`config.mk`:
```
export PLATFORM = sky130hd
export DESIGN_NAME = calib_sequencer
export DESIGN_NICKNAME = d
export VERILOG_FILES = /design/src/rtl/calib_pkg.sv /design/src/rtl/calib_cmd_decode.sv /design/src/rtl/calib_first_set.sv /design/src/rtl/calib_status.sv /design/src/rtl/calib_sequencer.sv
export SDC_FILE = /design/constraint.sdc
export NUM_CORES = 1
export LEC_CHECK = 0
export BUFFER_PORTS_ARGS = -buffer_cell sky130_fd_sc_hd__buf_4
export CORE_MARGIN = 10
export CORE_UTILIZATION = 52
export DETAILED_ROUTE_END_ITERATION = 7
export GPL_TIMING_DRIVEN = 0
export PLACE_DENSITY = 0.89
export SYNTH_ARGS = -nofsm -noshare
export SYNTH_HDL_FRONTEND = slang
export SYNTH_SLANG_ARGS = --single-unit
```
`constraint.sdc`:
```
create_clock -name clk -period 1.95 [get_ports clk]
set_input_delay 0 -clock clk [delete_from_list [all_inputs] [get_ports clk]]
set_output_delay 0 -clock clk [all_outputs]
set_load 0.01 [all_outputs]
```
`src/rtl/calib_pkg.sv`:
```
package calib_pkg;
  localparam int CMD_W = 8;

  localparam logic [CMD_W-1:0] OP_RUN       = 8'h00;
  localparam logic [CMD_W-1:0] OP_PH_ONE    = 8'h01;
  localparam logic [CMD_W-1:0] OP_PD_ONE    = 8'h02;
  localparam logic [CMD_W-1:0] OP_BOTH_ONE  = 8'h03;
  localparam logic [CMD_W-1:0] OP_BOTH_ALL  = 8'h10;
  localparam logic [CMD_W-1:0] OP_PH_ALL    = 8'h11;
  localparam logic [CMD_W-1:0] OP_PD_ALL    = 8'h12;

  typedef enum logic [1:0] {
    ST_IDLE  = 2'd0,
    ST_SCAN  = 2'd1,
    ST_PHASE = 2'd2,
    ST_PED   = 2'd3
  } seq_state_t;

  typedef struct packed {
    logic valid;
    logic run;
    logic phase;
    logic ped;
    logic all;
  } cmd_dec_t;
endpackage

```
`src/rtl/calib_cmd_decode.sv`:
```
module calib_cmd_decode
  import calib_pkg::*;
(
  input  logic [CMD_W-1:0] code,
  output cmd_dec_t         dec
);
  always_comb begin
    dec = '0;
    unique case (code)
      OP_RUN:      begin dec.valid = 1'b1; dec.run = 1'b1; end
      OP_PH_ONE:   begin dec.valid = 1'b1; dec.phase = 1'b1; end
      OP_PD_ONE:   begin dec.valid = 1'b1; dec.ped = 1'b1; end
      OP_BOTH_ONE: begin dec.valid = 1'b1; dec.phase = 1'b1; dec.ped = 1'b1; end
      OP_BOTH_ALL: begin dec.valid = 1'b1; dec.phase = 1'b1; dec.ped = 1'b1; dec.all = 1'b1; end
      OP_PH_ALL:   begin dec.valid = 1'b1; dec.phase = 1'b1; dec.all = 1'b1; end
      OP_PD_ALL:   begin dec.valid = 1'b1; dec.ped = 1'b1; dec.all = 1'b1; end
      default:     dec = '0;
    endcase
  end
endmodule

```
`src/rtl/calib_first_set.sv`:
```
module calib_first_set #(
  parameter int W  = 8,
  parameter int IW = (W > 1) ? $clog2(W) : 1
) (
  input  logic [W-1:0]  vec,
  output logic          found,
  output logic [IW-1:0] idx
);
  // seen[i] is high when some bit below i is already set
  logic [W:0]   seen;
  logic [W-1:0] first;

  assign seen[0] = 1'b0;
  for (genvar g = 0; g < W; g++) begin : g_chain
    assign first[g]  = vec[g] & ~seen[g];
    assign seen[g+1] = seen[g] | vec[g];
  end

  always_comb begin
    idx = '0;
    for (int i = 0; i < W; i++) begin
      if (first[i]) idx = IW'(i);
    end
  end

  assign found = seen[W];
endmodule

```
`src/rtl/calib_status.sv`:
```
module calib_status (
  input  logic clk,
  input  logic rst_n,
  input  logic take_cal,
  input  logic take_run,
  input  logic take_bad,
  input  logic finish,
  output logic done,
  output logic cmd_err,
  output logic run_mode
);
  always_ff @(posedge clk or negedge rst_n) begin
    if (!rst_n) begin
      done     <= 1'b0;
      cmd_err  <= 1'b0;
      run_mode <= 1'b1;
    end else begin
      if (take_bad) begin
        cmd_err <= 1'b1;
      end else if (take_cal || take_run) begin
        cmd_err <= 1'b0;
        done    <= 1'b0;
        run_mode <= take_run;
      end else if (finish) begin
        done <= 1'b1;
      end
    end
  end
endmodule

```
`src/rtl/calib_sequencer.sv`:
```
module calib_sequencer
  import calib_pkg::*;
#(
  parameter int NUM_CH = 8,
  localparam int CH_W = (NUM_CH > 1) ? $clog2(NUM_CH) : 1
) (
  input  logic              clk,
  input  logic              rst_n,
  input  logic              cmd_wr,
  input  logic [CMD_W-1:0]  cmd_data,
  input  logic [CH_W-1:0]   ch_sel,
  input  logic [NUM_CH-1:0] ch_mask,
  output logic              phase_req,
  input  logic              phase_ack,
  output logic              ped_req,
  input  logic              ped_ack,
  output logic [CH_W-1:0]   cal_ch,
  output logic              busy,
  output logic              done,
  output logic              cmd_err,
  output logic              run_mode
);
  seq_state_t        state;
  cmd_dec_t          dec;
  logic [NUM_CH-1:0] pending;
  logic [NUM_CH-1:0] sel_vec;
  logic              job_phase;
  logic              job_ped;
  logic [CH_W-1:0]   cur;
  logic              nxt_found;
  logic [CH_W-1:0]   nxt_idx;
  logic              accept;
  logic              take_cal;
  logic              take_run;
  logic              take_bad;
  logic              finish;

  calib_cmd_decode u_dec (
    .code (cmd_data),
    .dec  (dec)
  );

  for (genvar g = 0; g < NUM_CH; g++) begin : g_sel
    assign sel_vec[g] = (ch_sel == CH_W'(g));
  end

  calib_first_set #(.W(NUM_CH), .IW(CH_W)) u_first (
    .vec   (pending),
    .found (nxt_found),
    .idx   (nxt_idx)
  );

  assign accept   = cmd_wr && (state == ST_IDLE);
  assign take_cal = accept && dec.valid && !dec.run;
  assign take_run = accept && dec.valid && dec.run;
  assign take_bad = accept && !dec.valid;
  assign finish   = (state == ST_SCAN) && !nxt_found;

  always_ff @(posedge clk or negedge rst_n) begin
    if (!rst_n) begin
      state     <= ST_IDLE;
      pending   <= '0;
      job_phase <= 1'b0;
      job_ped   <= 1'b0;
      cur       <= '0;
    end else begin
      unique case (state)
        ST_IDLE: begin
          if (take_cal) begin
            pending   <= dec.all ? ch_mask : sel_vec;
            job_phase <= dec.phase;
            job_ped   <= dec.ped;
            state     <= ST_SCAN;
          end
        end
        ST_SCAN: begin
          if (nxt_found) begin
            cur   <= nxt_idx;
            state <= job_phase ? ST_PHASE : ST_PED;
          end else begin
            state <= ST_IDLE;
          end
        end
        ST_PHASE: begin
          if (phase_ack) begin
            if (job_ped) begin
              state <= ST_PED;
            end else begin
              pending[cur] <= 1'b0;
              state        <= ST_SCAN;
            end
          end
        end
        ST_PED: begin
          if (ped_ack) begin
            pending[cur] <= 1'b0;
            state        <= ST_SCAN;
          end
        end
        default: state <= ST_IDLE;
      endcase
    end
  end

  calib_status u_stat (
    .clk      (clk),
    .rst_n    (rst_n),
    .take_cal (take_cal),
    .take_run (take_run),
    .take_bad (take_bad),
    .finish   (finish),
    .done     (done),
    .cmd_err  (cmd_err),
    .run_mode (run_mode)
  );

  assign phase_req = (state == ST_PHASE);
  assign ped_req   = (state == ST_PED);
  assign busy      = (state != ST_IDLE);
  assign cal_ch    = cur;
endmodule

```
== Word-level counts from Yosys, hierarchy flattened ==
Cells that the tools add are included.
W data, S select, Z words.

* Register bits after elaboration: 18
* Bits of input ports: 24
* Output and inout port bits: 9
* Logic and storage cells: 113

* Magnitude comparators: 2
* Equal/unequal tests: 20
* Mux-type cells: 31
* Bitwise operators: 24
* Reductions and logical operators: 28

{| class="wikitable"
|+ Operators with widths
! kind !! number
|-
| $mux W8 || 5
|-
| $eq A8 B5 Y1 const B || 3
|-
| $pmux W8 S3 || 1
|-
| $mux W3 || 6
|-
| $eq A8 B2 Y1 const B || 2
|-
| $eq A3 B3 Y1 const B || 4
|-
| $mux W1 || 12
|-
| $mux W2 || 5
|-
| $and A8 B8 Y8 || 1
|-
| $eq A8 B1 Y1 const B || 1
|-
| $logic_not A8 Y1 || 1
|-
| $not A1 Y1 || 8
|-
| $not A8 Y8 || 1
|-
| $pmux W2 S4 || 1
|-
| $reduce_and A2 Y1 || 4
|-
| $reduce_or A4 Y1 || 2
|-
| $and A1 B1 Y1 || 7
|-
| $logic_and A1 B1 Y1 || 7
|-
| $or A1 B1 Y1 || 7
|-
| $reduce_or A7 Y1 || 1
|-
| $eq A3 B2 Y1 const B || 2
|-
| $ne A2 B1 Y1 const B || 3
|-
| $reduce_bool A2 Y1 || 3
|-
| $reduce_and A5 Y1 || 1
|-
| other kinds (14) || 17
|}

== Logic depth before layout (Yosys ltp) ==
* Depth after elaboration: 11
* Mapped depth: 8
* Mapped depth without buffers: 6

== Hierarchy ==
From an unflattened synthesis, not the netlist that was laid out.

* Cells, all modules: 138
* Area total of the unflattened synthesis: 1308.8 µm²

{| class="wikitable"
|+ Modules (own cells, without submodules)
! module !! instances !! cells an instance !! area an instance (µm²) !! sequential area each (µm²)
|-
| calib_sequencer || 1 || 104 || 1016.0 || 375.4
|-
| calib_status || 1 || 10 || 123.9 || 76.3
|-
| calib_cmd_decode || 1 || 10 || 86.3 || 0.0
|-
| calib_first_set || 1 || 14 || 82.6 || 0.0
|}

== Worst setup path after synthesis ==
No wires, ideal clock.

* Path kind: register -> register
* Start point: register state[0]
* End point: register pending[0]
* Library setup time: 0.065 ns
* Arrival time: 1.555 ns
* Required time: 1.885 ns
* Slack: 0.330 ns
* Stages on the path, launching flop included: 7
* Buffers on the path: 1
* Clock period less this slack: 1.620 ns
* Cells stage by stage: dfrtp_1 -> inv_1 -> ha_1 -> a221oi_4 -> and2_4 -> buf_6 -> a22o_1

* Elaborated cells on any way between the ends: 13
* Classes of those cells: eq/ne (6); mux (1); reduce/logical (6)

{| class="wikitable"
|+ RTL lines
! element !! line !! RTL
|-
| from (decl) || calib_sequencer.sv:23 || <nowiki>seq_state_t state;</nowiki>
|-
| from (signal assigned) || calib_sequencer.sv:79 || <nowiki>state <= job_phase ? ST_PHASE : ST_PED;</nowiki>
|-
| $eq A2 B2 Y1 * || -- ||
|-
| via phase_req || calib_sequencer.sv:13 || <nowiki>output logic phase_req,</nowiki>
|-
| $ne A2 B2 Y1 (no source line), or another cell as far along || -- ||
|-
| $reduce_and A5 Y1 (no source line) || -- ||
|-
| to (signal assigned) || calib_sequencer.sv:70 || <nowiki>pending <= dec.all ? ch_mask : sel_vec;</nowiki>
|-
| to (decl) || calib_sequencer.sv:25 || <nowiki>logic [NUM_CH-1:0] pending;</nowiki>
|}

Mark *: on every way through the listed nets, which the timed path passes. The rest lies on a longest branch.
A chain may end at the register's enable or synchronous reset.

== Worst setup path after layout ==
* Start point: register pending[6]
* End point: register state[0]

* Longest elaborated chain between the ends: 4

{| class="wikitable"
|+ Ends and longest elaborated chain
! element !! line !! RTL
|-
| $or A1 B1 Y1 (2 in series) || calib_first_set.sv:16 || <nowiki>assign seen[g+1] = seen[g] | vec[g];</nowiki>
|-
| $mux W2 || calib_sequencer.sv:77 || <nowiki>if (nxt_found) begin</nowiki>
|-
| $pmux W2 S4 || calib_sequencer.sv:67 || <nowiki>unique case (state)</nowiki>
|}

No other way between the ends.

==> impl_metrics.tcl <==
set metrics [dict create \
    outcome "complete, no violations" \
    crit_type "flop to flop" \
    syn_nets 171 \
    io_pins 33 \
    syn_avg_cell_area_sq_um 8.95 \
    reg2reg_depth 4 \
    seq_area_frac_synth 0.353 \
    syn_to_final_growth_pct 25.4 \
    synth_edf_count 0 \
    crit_path_end "state[0]" \
    period_needed_ns 1.83 \
    pre_cts_slack_ns 0.0525 \
    cts_buffers 3 \
    antenna_found_initial 0 \
    hpwl_mm 2.90 \
    wl_per_cell_um 17.4 \
    grt_pass1_wl_mm 6.11 \
    viasPerCell 6.20 \
    portBuffers 32 \
    detail-route-antenna-nets 0 \
    netlist_area_sq_um 1280 \
    cp_max_fo 5 \
    slew_headroom 0.714 \
    cp_cell_sequence "or4_4 > o21ai_2 > o211ai_1 > mux2_2" \
    drtIter0Drc 179 \
    drc 0 \
    timing.fmax_mhz 547 \
    synthAdderAreaFrac 0.0391 \
    grt_max_degree 19 \
    start_kind "flop" \
    synth_top_family_by_area "simple AND/OR/NAND/NOR gates" \
    diodes 0 \
    hold_class "primary input to flop" \
    final_cell_mix "buf_4, nand2_1, dfrtp_1" \
    dr_total_vias 1296 \
    cts-root-buf "clkbuf_4" \
    die_height_um 69.6 \
    rows 17 \
    skew_ns 0.0127 \
    setup_viol_count_final 0 \
    cp_num_buf_inv 0 \
    synthXorXnorAreaFrac 0 \
    rsz0062_at_grt "no" \
    path_delay_family "simple AND/OR/NAND/NOR gates" \
    r2r_slack_ns 0.12 \
    start_util 0.562 \
    reg2reg_to "state[0]" \
    worstPathRequired_ns 2.13 \
    dieWidth_um 69.6 \
    synth-simple-area-share 0.255 \
    ctsHtreeMaxLevel 1 \
    grt_pass1_vias 1318 \
    crit_slowest_cell "or4_4" \
    crit_start "pending[6]" \
    setup_tns_ns 0 \
    crit_cells 4 \
    power_leakage_nw 0.798 \
    setup_ws_ns 0.120 \
    synth.ff_latch_count 18 \
    drv_cap 0 \
    fill_cells 174 \
    reg2reg_from "pending[6]" \
    grt.total_usage 0.147 \
    core_sq_um 2280 \
    endpoint_kind "flop" \
    ys_async_sr_fraction 1.00 \
    dieArea_sq_um 4850 \
    clock_sinks 18 \
    synth_compound_area_frac 0.226 \
    clockBufferDepth 2 \
    netlist_instances 143 \
    insertion_delay_ns 0.30 \
    ir_drop_uv 1040 \
    synth_mux_area_frac 0.0802 \
    power.density_nw_per_um2 1410 \
    synth_ff_type "dfrtp_1" \
    worst_pin_slew_ns 0.428 \
    cp.arrival_ns 2.01 \
    routed_wl_mm 3.63 \
    nNetsFinal 210 \
    cts_tree "yes" \
    netlist-cell-type-count 41 \
    first_pass_iters 4 \
    utilization 0.705 \
    fin_crit_sh 0.938 \
    drive_above_1_share 0.282 \
    clk_pin_slew_ns 0.11 \
    gp_congestion 0.855 \
    final_common_cell "buf_4" \
    yosysWarnings 0 \
    gr-total-overflow 0 \
    finalHoldViolCount 0 \
    slowest_delay_ns 0.57 \
    slew_viol_final 0 \
]
## cell usage after synthesis, types with 2 or more instances
cell type	n	area share
nor2b_1	2	0.0098
nand4_1	2	0.0098
o21ai_0	4	0.016
nand2_1	20	0.059
ha_1	4	0.039
nor2_1	10	0.029
mux2i_1	8	0.063
a22o_1	9	0.062
or2_2	2	0.0098
nor3_1	3	0.012
or4_4	2	0.018
nand3_1	9	0.035
inv_1	9	0.026
o31ai_1	2	0.012
a21oi_1	7	0.027
o211ai_1	4	0.023
mux2_2	2	0.018
dfrtp_1	17	0.33
nor3b_1	4	0.023
buf_6	2	0.018
## metal layers
layer | vias to the layer above | wire length [um] | GRT usage | share of wire
met5 | - | 0 | 0 | 0
met4 | 0 | 70 | 0.0435 | 0.019
met3 | 10 | 261 | 0.0314 | 0.072
met2 | 59 | 1750 | 0.238 | 0.48
met1 | 620 | 1550 | 0.188 | 0.43
li1 | 607 | - | - | -
## where the power goes
| part | leakage, nW | switching [mW] | internal [mW] | total, mW |
|---|---|---|---|---|
| sequential | 0.223 | 0.172 | 0.520 | 0.693 |
| combinational | 0.560 | 0.708 | 0.660 | 1.37 |
| clock | 0.0150 | 0.121 | 0.0796 | 0.200 |
## state kept, by name (all words and copies together), names as in the netlist
register	count
state	2
job_phase	1
u_stat.done	1
job_ped	1
u_stat.cmd_err	1
u_stat.run_mode	1
cal_ch	3
pending	8
## final cells by class
type                       instances  area (sq um)  area share
clock buffer                       4          26.3      0.0164
timing repair buffer              34           260       0.162
multi-input combinational        113           771       0.480
inverter                           9          33.8      0.0210
buffer                             3          27.5      0.0171
sequential                        18           452       0.281
tap                               28          35.0      0.0218
## worst reg2reg max path, delay by kind of cell (launching register included)
kind / cells / cell delay (ns)
simple gates: 1 / 0.57
compound gates: 2 / 0.45
flops: 1 / 0.41
mux: 1 / 0.28
## metrics by stage
stage	power, mW	hold WS (ns)	instance area, sq um	instances
4_1_cts	2.25	0.0571	1600	209
5_1_grt	2.43	0.0897	1610	209
2_1_floorplan	1.64	-0.296	1280	143
3_5_place_dp	2.05	-0.119	1560	203
3_3_place_gp	1.98	-0.121	1560	203
6_report	2.26	0.0712	1610	209
## kinds of logic (layout without fill, tap and decap cells)
family / count (synthesis) / count (layout)
buffers and inverters: 12 / 50
muxes: 10 / 10
and+or+nand+nor: 62 / 62
DFF: 18 / 18
adders and majority gates: 4 / 4
AOI/OAI and AO/OA: 37 / 37
## how the worst min path moves through the flow
stage / start / cells past startpoint / end / slack (ns)
after floorplan: rst_n / 0 / cal_ch[0] / -0.30
after global placement: rst_n / 1 / u_stat.cmd_err / -0.12
after detailed placement: rst_n / 1 / u_stat.cmd_err / -0.12
after CTS: cmd_data[1] / 3 / job_ped / 0.06
after global routing: cmd_wr / 3 / u_stat.done / 0.09
final: cmd_data[1] / 3 / job_ped / 0.07
## what timing repair did
item / CTS / global route
resized for setup: 0 / 3
buffers inserted: 0 / 0
hold buffers: 2 / 0
endpoints found under the setup margin: 0 / 7
endpoints found under the hold margin: 20 / 0
(Power assumes the default switching activity.)
